## src/rtl/pp_ext_pkg.sv

```systemverilog
`timescale 1ns/1ps
package pp_ext_pkg;
  typedef enum logic [2:0] {
    MODE_STD    = 3'b000,
    MODE_BIDIR  = 3'b001,
    MODE_FIFO   = 3'b010,
    MODE_ECP    = 3'b011,
    MODE_EPP    = 3'b100,
    MODE_RSVD   = 3'b101,
    MODE_TEST   = 3'b110,
    MODE_CONFIG = 3'b111
  } ppModeT;

  localparam logic [1:0] SEL_DATA = 2'd0;
  localparam logic [1:0] SEL_FIFO = 2'd1;
  localparam logic [1:0] SEL_CTRL = 2'd2;

  typedef struct packed {
    logic push;
    logic pushFromPeriph;
    logic pop;
    logic flush;
    logic dataWr;
  } fifoStrobeT;
endpackage

```

## src/rtl/pp_ext_fifo.sv

```systemverilog
`timescale 1ns/1ps
module pp_ext_fifo
  import pp_ext_pkg::*;
#(
  parameter int DEPTH = 16,
  parameter int DW    = 8,
  localparam int CW   = $clog2(DEPTH + 1),
  localparam int PW   = (DEPTH > 1) ? $clog2(DEPTH) : 1
) (
  input  logic          clk,
  input  logic          rstN,
  input  fifoStrobeT    stb,
  input  logic [DW-1:0] hostWData,
  input  logic [DW-1:0] periphIn,
  output logic [DW-1:0] headByte,
  output logic [DW-1:0] dataReg,
  output logic [CW-1:0] count,
  output logic          full,
  output logic          empty
);
  logic [DW-1:0] mem [DEPTH];
  logic [PW-1:0] wrPtr, rdPtr;
  logic [DW-1:0] pushByte;

  function automatic logic [PW-1:0] nextPtr(input logic [PW-1:0] p);
    return (p == PW'(DEPTH - 1)) ? '0 : p + PW'(1);
  endfunction

  assign pushByte = stb.pushFromPeriph ? periphIn : hostWData;

  always_ff @(posedge clk) begin
    if (stb.push && !stb.flush) mem[wrPtr] <= pushByte;
  end

  always_ff @(posedge clk) begin
    if (!rstN || stb.flush) begin
      wrPtr <= '0;
      rdPtr <= '0;
      count <= '0;
    end else begin
      if (stb.push) wrPtr <= nextPtr(wrPtr);
      if (stb.pop)  rdPtr <= nextPtr(rdPtr);
      case ({stb.push, stb.pop})
        2'b10:   count <= count + CW'(1);
        2'b01:   count <= count - CW'(1);
        default: count <= count;
      endcase
    end
  end

  always_ff @(posedge clk) begin
    if (!rstN)          dataReg <= '0;
    else if (stb.dataWr) dataReg <= hostWData;
  end

  assign headByte = mem[rdPtr];
  assign full     = (count == CW'(DEPTH));
  assign empty    = (count == '0);
endmodule

```

## src/rtl/pp_ext_ctl.sv

```systemverilog
`timescale 1ns/1ps
module pp_ext_ctl
  import pp_ext_pkg::*;
#(
  parameter int DEPTH = 16,
  parameter int DW    = 8,
  localparam int CW   = $clog2(DEPTH + 1)
) (
  input  logic          clk,
  input  logic          rstN,
  input  logic [1:0]    hostSel,
  input  logic          hostWr,
  input  logic          hostRd,
  input  logic [DW-1:0] hostWData,
  output logic [DW-1:0] hostRData,
  input  logic          dirReverse,
  input  logic          dmaTc,
  input  logic [CW-1:0] rdThresh,
  input  logic [CW-1:0] wrThresh,
  input  logic [DW-1:0] lineData,
  input  logic          periphTake,
  input  logic          periphPut,
  input  logic [DW-1:0] headByte,
  input  logic [DW-1:0] dataReg,
  input  logic [CW-1:0] count,
  input  logic          full,
  input  logic          empty,
  output fifoStrobeT    stb,
  output logic          dataOutEn,
  output logic          periphValid,
  output logic [2:0]    modeField,
  output logic          cfgAccessEn,
  output logic          irq
);
  ppModeT        mode;
  logic          dmaEn, svcBit;
  logic          fifoLive, xferLive;
  logic          hostPush, hostPop, periphPush, periphPop;
  logic          ctrlWr, svcSet;
  logic [CW-1:0] freeSlots;

  assign fifoLive = (mode != MODE_STD);
  assign xferLive = (mode == MODE_FIFO) || (mode == MODE_ECP);
  assign ctrlWr   = hostWr && (hostSel == SEL_CTRL);

  assign hostPush    = hostWr && (hostSel == SEL_FIFO) && fifoLive && !full;
  assign hostPop     = hostRd && (hostSel == SEL_FIFO) && fifoLive && !empty;
  assign periphValid = xferLive && !dirReverse && !empty;
  assign periphPush  = periphPut && xferLive && dirReverse && !full && !hostPush;
  assign periphPop   = periphTake && periphValid && !hostPop;

  always_comb begin
    stb.push           = hostPush || periphPush;
    stb.pushFromPeriph = periphPush;
    stb.pop            = hostPop || periphPop;
    stb.flush          = !fifoLive;
    stb.dataWr         = hostWr && (hostSel == SEL_DATA);
  end

  assign freeSlots = CW'(DEPTH) - count;

  always_comb begin
    if (dmaEn)           svcSet = dmaTc;
    else if (dirReverse) svcSet = (count >= rdThresh);
    else                 svcSet = (freeSlots >= wrThresh);
  end

  always_ff @(posedge clk) begin
    if (!rstN) begin
      mode   <= MODE_STD;
      dmaEn  <= 1'b0;
      svcBit <= 1'b1;
      irq    <= 1'b0;
    end else begin
      irq <= 1'b0;
      if (ctrlWr) begin
        mode   <= ppModeT'(hostWData[7:5]);
        dmaEn  <= hostWData[3];
        svcBit <= hostWData[2];
      end else if (!svcBit && svcSet) begin
        svcBit <= 1'b1;
        irq    <= 1'b1;
      end
    end
  end

  always_comb begin
    case (hostSel)
      SEL_DATA: hostRData = (mode == MODE_BIDIR) ? lineData : dataReg;
      SEL_FIFO: hostRData = headByte;
      SEL_CTRL: hostRData = {mode, 1'b0, dmaEn, svcBit, full, empty};
      default:  hostRData = '0;
    endcase
  end

  assign dataOutEn   = (mode == MODE_STD) ? 1'b1 : !dirReverse;
  assign modeField   = mode;
  assign cfgAccessEn = (mode == MODE_CONFIG);
endmodule

```

## src/rtl/pp_ext_ctrl.sv

```systemverilog
`timescale 1ns/1ps
module pp_ext_ctrl
  import pp_ext_pkg::*;
#(
  parameter int DEPTH = 16,
  parameter int DW    = 8,
  localparam int CW   = $clog2(DEPTH + 1)
) (
  input  logic          clk,
  input  logic          rstN,
  input  logic [1:0]    hostSel,
  input  logic          hostWr,
  input  logic          hostRd,
  input  logic [DW-1:0] hostWData,
  output logic [DW-1:0] hostRData,
  input  logic          dirReverse,
  input  logic          dmaTc,
  input  logic [CW-1:0] rdThresh,
  input  logic [CW-1:0] wrThresh,
  input  logic [DW-1:0] lineData,
  output logic [DW-1:0] dataOut,
  output logic          dataOutEn,
  output logic [DW-1:0] periphByte,
  output logic          periphValid,
  input  logic          periphTake,
  input  logic          periphPut,
  input  logic [DW-1:0] periphIn,
  output logic [2:0]    modeField,
  output logic          cfgAccessEn,
  output logic          irq,
  output logic          fifoFull,
  output logic          fifoEmpty
);
  fifoStrobeT    stb;
  logic [DW-1:0] headByte;
  logic [CW-1:0] count;

  pp_ext_ctl #(.DEPTH(DEPTH), .DW(DW)) u_ctl (
    .clk(clk), .rstN(rstN), .hostSel(hostSel), .hostWr(hostWr), .hostRd(hostRd),
    .hostWData(hostWData), .hostRData(hostRData), .dirReverse(dirReverse),
    .dmaTc(dmaTc), .rdThresh(rdThresh), .wrThresh(wrThresh), .lineData(lineData),
    .periphTake(periphTake), .periphPut(periphPut), .headByte(headByte),
    .dataReg(dataOut), .count(count), .full(fifoFull), .empty(fifoEmpty),
    .stb(stb), .dataOutEn(dataOutEn), .periphValid(periphValid),
    .modeField(modeField), .cfgAccessEn(cfgAccessEn), .irq(irq)
  );

  pp_ext_fifo #(.DEPTH(DEPTH), .DW(DW)) u_fifo (
    .clk(clk), .rstN(rstN), .stb(stb), .hostWData(hostWData), .periphIn(periphIn),
    .headByte(headByte), .dataReg(dataOut), .count(count),
    .full(fifoFull), .empty(fifoEmpty)
  );

  assign periphByte = headByte;
endmodule

```

## config.mk

```make
export PLATFORM = sky130hd
export DESIGN_NAME = pp_ext_ctrl
export DESIGN_NICKNAME = d
export VERILOG_FILES = /design/src/rtl/pp_ext_pkg.sv /design/src/rtl/pp_ext_fifo.sv /design/src/rtl/pp_ext_ctl.sv /design/src/rtl/pp_ext_ctrl.sv
export SDC_FILE = /design/constraint.sdc
export NUM_CORES = 1
export LEC_CHECK = 0
export BUFFER_PORTS_ARGS = -buffer_cell sky130_fd_sc_hd__buf_4
export CAP_MARGIN = 10
export CORE_MARGIN = 3
export CORE_UTILIZATION = 50
export DETAILED_ROUTE_END_ITERATION = 8
export PLACE_DENSITY_LB_ADDON = 0.1
export SYNTH_ARGS = -nofsm -noshare
export SYNTH_HDL_FRONTEND = slang
export SYNTH_HIERARCHICAL = 1
export SYNTH_SLANG_ARGS = --single-unit
```

## constraint.sdc

```tcl
create_clock -name clk -period 3.1 [get_ports clk]
set_input_delay 0.155 -clock clk [delete_from_list [all_inputs] [get_ports clk]]
set_output_delay 0.155 -clock clk [all_outputs]
set_load 0.01 [all_outputs]
```

; ---- Yosys cells after proc, flatten, opt, wreduce, memory -nomap -nowiden
; Memories as Yosys holds them, arrays and structs flattened. A register that Yosys moved wholly into a read port is not among the register bits.
; Cells that the tools add are included.
[totals]
reg_bits = 27
latchBits = 0
ramBits = 128
romBits = 0
inputBits = 44
output_inout_bits = 33
wordCells = 81
memories = 1
[classes]
addsub = 5
mul = 0
n_div = 0
order_cmp = 2
eq_ne = 11
shifts = 0
mux = 16
n_bitwise = 1
reduce_logical = 37
[memory_table]
columns = name, depth, width, rd, rd_ports_with_merged_regs, write_ports, line_no
row1 = u_fifo.mem, 16, 8, 1, 1, 1, pp_ext_fifo.sv:21  ; logic [DW-1:0] mem [DEPTH];
[op_table]
columns = cell, n
row1 = one-hot mux 8 bit (3 select lines), 1
row2 = logical AND 1 bit, 18
row3 = two-way mux 4 bit, 4
row4 = two-way mux 8 bit, 2
row5 = >= comparator 5 bit, 2
row6 = one-hot mux 5 bit (2 select lines), 1
row7 = "adder 4 x 1 -> 4 bit, second input constant", 2
row8 = "== test 4 bit, second input constant", 2
row9 = zero test 1 bit, 8
row10 = two-way mux 1 bit, 8
row11 = "== test 3 x 2 -> 1 bit, second input constant", 2
row12 = "adder 5 x 1 -> 5 bit, second input constant", 1
row13 = "== test 5 bit, second input constant", 1
row14 = zero test 5 bit, 1
row15 = "subtractor 5 x 1 -> 5 bit, second input constant", 1
row16 = "subtractor 5 bit, first input constant", 1
row17 = "== test 2 x 1 -> 1 bit, second input constant", 2
row18 = "== test 2 bit, second input constant", 2
row19 = logical OR 1 bit, 4
row20 = nonzero test 2 bit, 2
row21 = "== test 3 x 1 -> 1 bit, second input constant", 1
row22 = "== test 3 bit, second input constant", 1
row23 = zero test 3 bit, 1
row24 = nonzero test 3 bit, 1
row25 = other kinds (3), 3

; ---- Logic depth before layout (Yosys ltp)
; Gate-level depths: netlist of run 1.
[depth]
word_depth = 10
mapped_depth = 14
depth_no_buf = 12

; ---- By module
; Netlist of run 1, hierarchy kept.
[modules_own_cells]
columns = module, n_inst, cells_per_inst, area_each_um2
row1 = pp_ext_fifo, 1, 354, 6297.3
row2 = pp_ext_ctl, 1, 116, 918.4

; ---- Least setup slack after synthesis of run 1
; OpenSTA, ideal clock, no wires.
[synth_path]
path_kind = register to register
from = register u_fifo.count[2]
to = register u_fifo.count[2]
setup_ps = 71
arrival_time_ps = 3028
required_time_ps = 3029
path_slack_ps = 2
path_stages_with_launch = 14
path_buffers = 2
period_less_slack_ps = 3098
cell_sequence = dfxtp_1 -> clkbuf_1 -> nor4_1 -> and2_1 -> o31ai_1 -> inv_1 -> ha_1 -> buf_2 -> xor2_1 -> ha_1 -> a21o_1 -> xnor2_1 -> or3_1 -> a21oi_1
[synth_lines]
columns = element, line_no
row1 = from (decl), pp_ext_fifo.sv:17  ; output logic [CW-1:0] count,
row2 = from (signal assigned), pp_ext_fifo.sv:44  ; 2'b10: count <= count + CW'(1);
row3 = from (signal assigned), pp_ext_fifo.sv:45  ; 2'b01: count <= count - CW'(1);
row4 = from (signal assigned), pp_ext_fifo.sv:46  ; default: count <= count;

==> impl_metrics.py, run 1 <==
metrics = {
    "yosys": {
        "synthCells": 470,
        "synth_cell_types": 54,
        "netlist_area_mm2": 0.00722,
        "avgSynthCellArea_um2": 15.4,
        "async_flop_share_pct": 0,
        "synth_nets": 534,
        "ys.flop_type": "edfxtp_1",
        "synth_edf_count": 128,
        "ys_ff_latch": 159,
        "yosysWarnings": 6,
        "yosysSeqAreaShare_pct": 61.9,
    },
    "layout": {
        "utilization_pct": 61.3,
        "syn_to_final_growth_pct": 18.8,
        "multiInputGateArea_mm2": 0.00254,
        "regArea_mm2": 0.00447,
        "drive_above_1_share_pct": 28.1,
        "fin_cells": 752,
        "fin_nets": 623,
        "n_fill_cell": 1069,
        "final_common_cell": "edfxtp_1",
        "layout_common_cells": "edfxtp_1 (128), buf_4 (87), dfxtp_1 (30)",
        "num_antenna_cells": 0,
    },
    "die": {
        "die_width_um": 126,
        "core_mm2": 0.0140,
        "die_area_mm2": 0.0159,
        "ioPinCount": 77,
        "die_h_um": 126,
        "initial_core_util_pct": 51.6,
        "num_rows": 43,
    },
    "routing": {
        "drt.antenna.violating_nets": 0,
        "routed_wl_mm": 15.9,
        "dr.pass1.iters": 5,
        "avgViaCountPerCell": 5.72,
        "vias": 4303,
        "drt_iter0_drc": 393,
        "routedWlPerCell_um": 21.1,
        "drcViolationCount": 0,
    },
    "setup_path": {
        "setup.worst_path.start_class": "register",
        "crit_arrival_ps": 2690,
        "crit_path_end_kind": "output port",
        "crit_required_ps": 2940,
        "worstSetupPathType": "register to output port",
        "crit_fanout": 15,
    },
    "timing": {
        "worstMarginPinSlew_ps": 685,
        "finClkSkew_ps": 7.46,
        "whs_ps": 20.2,
        "max_freq_mhz": 352,
        "setup_viol": 0,
        "finalMaxSlewViolations": 0,
        "setup_tns_ps": 0,
        "slew_headroom_pct": 54.3,
        "hold_viol": 0,
        "period_share_pct": 91.7,
        "period_needed_ps": 2840,
        "rsz0062_at_grt": "no",
    },
    "min_path": {
        "hold_path_class": "input pin to register",
    },
    "clock_tree": {
        "postCtsResizedCells": 0,
        "clockBufferDepth": 2,
        "cts_tree": "done",
        "numClockSinks": 159,
        "htree_levels": 4,
        "clkLatencyLatePin_ps": 420,
        "numCtsBuffers": 17,
        "cts_root_buf": "clkbuf_16",
        "clk_pin_slew_ps": 60,
    },
    "run_status": {
        "outcome": "complete, no violations",
    },
    "placed_design": {
        "dp_cells": 719,
        "numPortBuffers": 76,
        "gp_congestion": 0.905,
        "place_hpwl_mm": 10.9,
    },
    "flow_run": {
        "maxCapViolations": 0,
    },
    "pwr": {
        "vdd_drop_max_mv": 0.349,
        "powerDensity_mw_per_mm2": 528,
        "leakagePower_nw": 3.09,
    },
    "global_route": {
        "grt_start_max_net_pins": 18,
        "grt_pass1_wl_mm": 24.3,
        "antenna_found_initial": 0,
        "grt_usage_pct": 20.4,
        "gr-total-overflow": 0,
        "grt_pass1_vias": 4255,
    },
}
-- metal layers --
metal | global-route usage, % | vias to the layer above | wire length [µm]
met5 | 0 | - | 0
met4 | 6.18 | 0 | 262
met3 | 4.54 | 25 | 894
met2 | 32.1 | 124 | 7720
met1 | 28.6 | 2144 | 7000
li1 | - | 2010 | -
-- logic make-up after synthesis --
family          Yosys count  share of synthesized area [%]
flops                   159                           61.9
simple gates            115                           8.90
mux                      71                           16.4
compound gates           60                           5.50
buf+inv                  37                           2.88
fa+ha+maj                20                           3.47
xor+xnor                  8                          0.971
-- synthesized netlist by cell type, drive strengths merged, types with 16 or more instances --
cell type | instances | area, µm²
mux2 | 17 | 191
dfxtp | 31 | 621
nor2b | 19 | 119
inv | 17 | 63.8
ha | 20 | 250
and2 | 18 | 113
mux4 | 32 | 773
edfxtp | 128 | 3840
mux2i | 22 | 220
nand2 | 28 | 105
a22oi | 16 | 120
-- state kept, by name, indices dropped and copies added, names as in the netlist, named ones only --
signal,cells
u_fifo/mem,128
u_fifo/dataReg,8
u_fifo/count,5
u_fifo/rdPtr,4
u_fifo/wrPtr,4
u_ctl/modeField,3
u_ctl/dmaEn,1
u_ctl/irq,1
u_ctl/svcBit,1
-- power by group --
group	leakage, nW	internal (mW)	switching, mW
logic	1.42	0.0901	0.101
clock network	0.266	1.13	0.893
registers	1.40	2.31	0.00643
total	3.09	3.53	1.00
-- final cells by class --
class                      instances  area share [%]
sequential                       159            52.1
multi-input combinational        274            29.7
timing repair buffer              90            8.20
clock buffer                      18            5.00
tap                              180            2.63
clock inverter                    14            1.69
inverter                          17           0.744
-- metrics by stage --
stage                     cell area [µm²]  setup slack, ps  total power, mW
after floorplan                      7220             1.85             2.45
after global placement               7990              439             2.55
after detailed placement             7990              333             2.55
after CTS                            8580              259             4.58
after global routing                 8580              137             4.68
final                                8580              259             4.53
-- final timing paths --
| kind | start | to | slack (ps) | cells past startpoint |
|---|---|---|---|---|
| setup reg to reg | u_fifo/count[0] | u_fifo/count[2] | 330 | 11 |
| hold / removal | hostWData[0] | u_fifo/dataReg[0] | 20 | 3 |
| setup / recovery | register | hostRData[5] | 260 | 7 |
| hold reg to reg | u_fifo/rdPtr[3] | register | 500 | 2 |
-- timing repair --
action	CTS	global route
hold buffers	1	0
endpoints found under the hold margin	1	0
setup buffers	0	0
-- worst max-delay path, cell delays in order (launching register included) --
cell     delay (ps)
dfxtp_2         540
buf_12          230
mux4_1          610
a22oi_1         360
nand2_1         180
nand2_1         100
o21ai_1          80
buf_4           150
Power figures use the tool's default switching activity.
==> run 2, diff against run 1 <==
--- a/config.mk
+++ b/config.mk
@@ -7,10 +7,13 @@
 export LEC_CHECK = 0
 export BUFFER_PORTS_ARGS = -buffer_cell sky130_fd_sc_hd__buf_4
 export CAP_MARGIN = 10
+export CELL_PAD_IN_SITES_DETAIL_PLACEMENT = 1
+export CELL_PAD_IN_SITES_GLOBAL_PLACEMENT = 1
 export CORE_MARGIN = 3
-export CORE_UTILIZATION = 50
+export CORE_UTILIZATION = 44
 export DETAILED_ROUTE_END_ITERATION = 8
 export PLACE_DENSITY_LB_ADDON = 0.1
+export RECOVER_POWER = 50
 export SYNTH_ARGS = -nofsm -noshare
 export SYNTH_HDL_FRONTEND = slang
 export SYNTH_HIERARCHICAL = 1
==> run 2 against run 1 <==
Against the previous run:
- utilization down 7.6 points
- highest routed layer unchanged
- die area rose by 13%
- largest power group unchanged
- register-to-register slack worse by 30 ps
- clock skew is 7.5 ps higher
- power up 2.7%
- hold slack better by 4.0 ps
==> impl_metrics.py, run 2 (synthesis gave the netlist of run 1 again) <==
metrics = {
    "run_status": {
        "outcome": "complete, no violations",
    },
    "layout": {
        "fin_nets": 622,
        "layout_common_cells": "edfxtp_1 (128), buf_4 (66), dfxtp_1 (30)",
        "utilization_pct": 53.7,
        "max_flop_register": "u_fifo/mem",
        "final_area_mm2": 0.00856,
        "syn_to_final_growth_pct": 18.6,
        "drive_above_1_share_pct": 22.6,
        "num_antenna_cells": 0,
        "n_fill_cell": 1586,
        "fin_cells": 787,
        "final_common_cell": "edfxtp_1",
        "largest_register_ffs": 128,
        "reg_top3": "u_fifo/mem (128), u_fifo/dataReg (8), u_fifo/count (5)",
    },
    "die": {
        "die_width_um": 134,
        "core_mm2": 0.0159,
        "die_area_mm2": 0.0180,
        "initial_core_util_pct": 45.3,
        "die_h_um": 134,
        "num_rows": 46,
        "ioPinCount": 77,
    },
    "timing": {
        "slew_headroom_pct": 51.2,
        "hold_viol": 0,
        "rsz0062_at_grt": "no",
        "finalMaxSlewViolations": 0,
        "worstMarginPinSlew_ps": 731,
        "period_needed_ps": 2830,
        "finClkSkew_ps": 14.9,
        "setup_viol": 0,
        "setup_tns_ps": 0,
        "max_freq_mhz": 353,
        "period_share_pct": 91.3,
    },
    "placed_design": {
        "dp_cells": 754,
        "gp_congestion": 0.779,
        "numPortBuffers": 76,
        "place_hpwl_mm": 12.3,
        "postPlaceCellArea_mm2": 0.00802,
    },
    "pwr": {
        "finalPower_mw": 4.66,
        "swShare_pct": 22.1,
        "power.internal_mw": 3.63,
        "p_clk_share_pct": 46.2,
        "powerDensity_mw_per_mm2": 544,
        "leakagePower_nw": 3.03,
        "pwr-share-seq_pct": 49.8,
        "vdd_drop_max_mv": 0.396,
        "switching_power_mw": 1.03,
        "p_comb_share_pct": 4.0,
    },
    "clock_tree": {
        "cts_root_buf": "clkbuf_16",
        "cts_tree": "done",
        "clkLatencyLatePin_ps": 430,
        "clockBufferDepth": 2,
        "numClockSinks": 159,
        "clk_pin_slew_ps": 70,
        "numCtsBuffers": 17,
        "post-cts-setup-buffer-count": 0,
        "htree_levels": 4,
    },
    "routing": {
        "routedWlPerCell_um": 22.3,
        "drt_iter0_drc": 273,
        "dr.pass1.iters": 6,
        "drcViolationCount": 0,
        "routed_wl_mm": 17.5,
        "vias": 4309,
        "avgViaCountPerCell": 5.48,
        "drt.antenna.violating_nets": 0,
    },
    "setup_path": {
        "timing.critical_path.mode_cell": "nand2_1",
        "cp_slowest_cell": "mux4_1",
        "reg2regPathDepth": 5,
        "crit_required_ps": 2940,
        "rr_endpoint": "u_fifo/mem[4][1]",
        "crit_path_end_kind": "output port",
        "crit_chain": "buf_12 -> mux4_1 -> a22oi_1 -> nand2_1 -> nand2_1 -> nand2_1 -> buf_4",
        "crit_arrival_ps": 2670,
        "r2r_slack_ps": 300,
        "crit_buf_inv": 2,
        "worstSetupPathType": "register to output port",
        "critical_path_depth": 7,
        "crit_fanout": 23,
        "setup.worst_path.start_class": "register",
        "cp-endpoint": "hostRData[3]",
        "r2r-start": "u_ctl/modeField[2]",
        "crit_path_max_incr_delay_ps": 610,
        "cp_top_family": "multiplexers",
    },
    "global_route": {
        "grt_pass1_wl_mm": 27.2,
        "antenna_found_initial": 0,
        "grt_start_max_net_pins": 33,
        "gr-total-overflow": 0,
        "grt_usage_pct": 20.2,
        "grt_pass1_vias": 4607,
    },
    "flow_run": {
        "maxCapViolations": 0,
    },
    "min_path": {
        "hold_path_class": "input pin to register",
    },
}
## run 2: changes by cell type in the layout (fill, tap and decap cells not counted), moves of 3 or more
cell        before  now
mux2_2          17    9
clkbuf_1         1   22
clkinvlp_4       5    1
mux2_1           0    8
clkinv_8         0    3
buf_4           87   66
## run 2: how the worst min path moves through the flow
stage | start | slack [ps] | cells past startpoint | endpoint
after floorplan | rstN | 240 | 1 | u_ctl/svcBit
after global placement | hostWData[4] | 430 | 3 | u_fifo/dataReg[4]
after detailed placement | hostWData[0] | 450 | 3 | u_fifo/dataReg[0]
after CTS | hostWData[0] | 5 | 3 | u_fifo/dataReg[0]
after global routing | hostWData[4] | 40 | 3 | u_fifo/dataReg[4]
final | hostWData[0] | 20 | 3 | u_fifo/dataReg[0]
## run 2: routing by layer
| layer | global-route usage [%] | share of wire [%] | routed length [µm] |
|---|---|---|---|
| met3 | 3.98 | 6.0 | 1060 |
| met4 | 6.11 | 0.74 | 129 |
| met2 | 32.3 | 50 | 8690 |
| met5 | 0 | 0 | 0 |
| met1 | 28.4 | 44 | 7670 |
## run 2: tightest hold or removal path: cells and delay by family
family                 cells  cell delay, ps
buffers and inverters      1              80
AND/OR/NAND/NOR            1             100
multiplexers               1              60
## run 2: final cells by class
cell class,count,area (µm²),area share [%]
clock buffer,18,429,5.01
clock inverter,14,194,2.27
inverter,17,63.8,0.745
multi-input combinational,274,2530,29.6
sequential,159,4470,52.2
tap,216,270,3.16
timing repair buffer,89,604,7.06
## run 2: timing repair
item                                    4_1_cts  5_1_grt
hold buffers                                  1        0
gates resized for setup                       0        0
endpoints found under the setup margin        0        0
endpoints found under the hold margin         1        0
## run 2: stage by stage
| stage | setup WS, ps | hold slack, ps |
|---|---|---|
| 2_1_floorplan | 1.85 | 244 |
| 3_3_place_gp | 436 | 435 |
| 3_5_place_dp | 360 | 447 |
| 4_1_cts | 248 | 4.53 |
| 5_1_grt | 71.5 | 37.9 |
| 6_report | 271 | 24.2 |
## run 2: power groups by stage
stage	sequential [mW]	clock [mW]	combinational [mW]
4_1_cts	2.32	2.20	0.198
5_1_grt	2.32	2.28	0.206
6_report	2.32	2.15	0.188
3_5_place_dp	2.36	0	0.196
2_1_floorplan	2.36	0	0.0862
3_3_place_gp	2.36	0	0.191
==> run 3, diff against run 2 <==
==> constraint.sdc (replaced) <==
create_clock -name clk -period 3.1 [get_ports clk]
set_input_delay 0 -clock clk [delete_from_list [all_inputs] [get_ports clk]]
set_output_delay 0 -clock clk [all_outputs]
set_load 0.01 [all_outputs]
==> run 3 against run 2 <==
Against the previous run:
- power is 0.48% lower
- global-route usage increased by 0.15 points
- combinational power increased by 9%
- flip-flop and latch count did not move
- cell count is 2.4% higher
- maximum frequency up 1.8%
- non-clock buffer count up 19
- critical path type is now register to register
- clock power decreased by 2%
- utilization increased by 1.1 points
- setup slack gained 50 ps
- via count rose by 2.8%
==> impl_metrics.py, run 3 (synthesis gave the netlist of run 1 again) <==
metrics = {
    "flow_run": {
        "maxCapViolations": 0,
    },
    "layout": {
        "num_antenna_cells": 0,
        "drive_above_1_share_pct": 22.9,
        "largest_register_ffs": 128,
        "fin_nets": 641,
        "n_fill_cell": 1595,
        "final_common_cell": "edfxtp_1",
        "utilization_pct": 54.8,
        "reg_top3": "u_fifo/mem (128), u_fifo/dataReg (8), u_fifo/count (5)",
        "max_flop_register": "u_fifo/mem",
        "layout_common_cells": "edfxtp_1 (128), buf_4 (71), dfxtp_1 (30)",
        "syn_to_final_growth_pct": 21.0,
    },
    "run_status": {
        "outcome": "complete, no violations",
    },
    "timing": {
        "worstMarginPinSlew_ps": 853,
        "finClkSkew_ps": 10.7,
        "whs_ps": 52.5,
        "period_share_pct": 89.7,
        "finalMaxSlewViolations": 0,
        "layout_setup_ws_ps": 321,
        "max_freq_mhz": 360,
        "hold_viol": 0,
        "setup_viol": 0,
        "period_needed_ps": 2780,
        "setup_tns_ps": 0,
        "slew_headroom_pct": 43.1,
        "rsz0062_at_grt": "no",
    },
    "clock_tree": {
        "clkLatencyLatePin_ps": 420,
        "clk_pin_slew_ps": 70,
        "clockBufferDepth": 2,
        "numCtsBuffers": 17,
        "post-cts-setup-buffer-count": 0,
        "numClockSinks": 159,
        "cts_tree": "done",
        "htree_levels": 4,
        "postCtsResizedCells": 0,
        "cts_root_buf": "clkbuf_16",
    },
    "pwr": {
        "powerDensity_mw_per_mm2": 531,
        "vdd_drop_max_mv": 0.425,
        "leakagePower_nw": 3.14,
    },
    "routing": {
        "drcViolationCount": 0,
        "drt_iter0_drc": 294,
        "dr.pass1.iters": 5,
        "routed_wl_mm": 17.8,
        "drt.antenna.violating_nets": 0,
        "routedWlPerCell_um": 22.1,
        "avgViaCountPerCell": 5.49,
        "vias": 4428,
    },
    "setup_path": {
        "crit_chain": "nor4_1 -> nor2b_1 -> inv_1 -> a32o_1 -> ha_1 -> xor2_1 -> ha_1 -> a21o_1 -> xnor2_1 -> or3_1 -> a21oi_1",
        "crit_path_end_kind": "register",
        "reg2regPathDepth": 11,
        "crit_path_max_incr_delay_ps": 380,
        "crit_fanout": 7,
        "crit_buf_inv": 1,
        "cp_slowest_cell": "dfxtp_1",
        "crit_required_ps": 3440,
        "setup.worst_path.start_class": "register",
        "cp_top_family": "simple AND/OR/NAND/NOR gates",
        "critical_path_depth": 11,
        "timing.critical_path.mode_cell": "ha_1",
        "worstSetupPathType": "register to register",
        "crit_arrival_ps": 3120,
    },
    "die": {
        "initial_core_util_pct": 45.3,
        "ioPinCount": 77,
        "die_h_um": 134,
        "core_mm2": 0.0159,
        "die_width_um": 134,
        "num_rows": 46,
        "die_area_mm2": 0.0180,
    },
    "min_path": {
        "hold_path_depth": 3,
        "hold_path_class": "input pin to register",
    },
    "placed_design": {
        "numPortBuffers": 76,
        "preCtsSetupSlack_ps": 354,
        "gp_congestion": 0.768,
        "place_hpwl_mm": 12.1,
    },
    "global_route": {
        "grt_start_max_net_pins": 19,
        "grt_pass1_wl_mm": 27.3,
        "grt_usage_pct": 20.4,
        "antenna_found_initial": 0,
        "grt_pass1_vias": 4623,
        "gr-total-overflow": 0,
    },
}
run 3: final cells by class:
type,count,area [µm²],area share [%]
Inverter,17,63.8,0.731
Timing Repair Buffer,108,785,8.99
Sequential cell,159,4470,51.1
Multi-Input combinational cell,274,2540,29.1
Clock buffer,17,425,4.87
Tap cell,216,270,3.10
Clock inverter,15,184,2.11
run 3: per-stage QoR:
| step | power [mW] | instances | area [µm²] |
|---|---|---|---|
| after CTS | 4.68 | 806 | 8810 |
| final | 4.63 | 806 | 8730 |
| after floorplan | 2.45 | 470 | 7220 |
| after global placement | 2.55 | 756 | 8020 |
| after detailed placement | 2.56 | 756 | 8020 |
| after global routing | 4.79 | 806 | 8730 |
run 3: routing by layer:
metal / global-route usage (%) / up-vias / wire length [µm]
li1: - / 2048 / -
met1: 28.7 / 2275 / 8180
met2: 32.8 / 98 / 8660
met3: 4.46 / 7 / 822
met4: 4.81 / 0 / 116
met5: 0 / - / 0
run 3: final timing paths:
check | start | endpoint | slack [ps]
setup / recovery | u_fifo/count[0] | u_fifo/count[2] | 320
hold / removal | dirReverse | u_ctl/svcBit | 50
setup reg to reg | u_fifo/count[0] | u_fifo/count[2] | 320
hold reg to reg | u_fifo/rdPtr[3] | register | 530
run 3: report_power, final:
group	total, mW	switching (mW)	internal (mW)	leakage, nW
Sequential	2.32	0.00619	2.31	1.40
Combinational	0.204	0.109	0.0953	1.44
Clock	2.11	0.947	1.17	0.298
Total	4.63	1.06	3.57	3.14
run 3: what timing repair did:
item	CTS	global route
endpoints found under the setup margin	0	0
hold buffers	18	0
endpoints found under the hold margin	14	0
run 3: worst min-delay path: stages:
cell and delay [ps]:
buf_4 140, nand4_1 160, a32oi_1 120
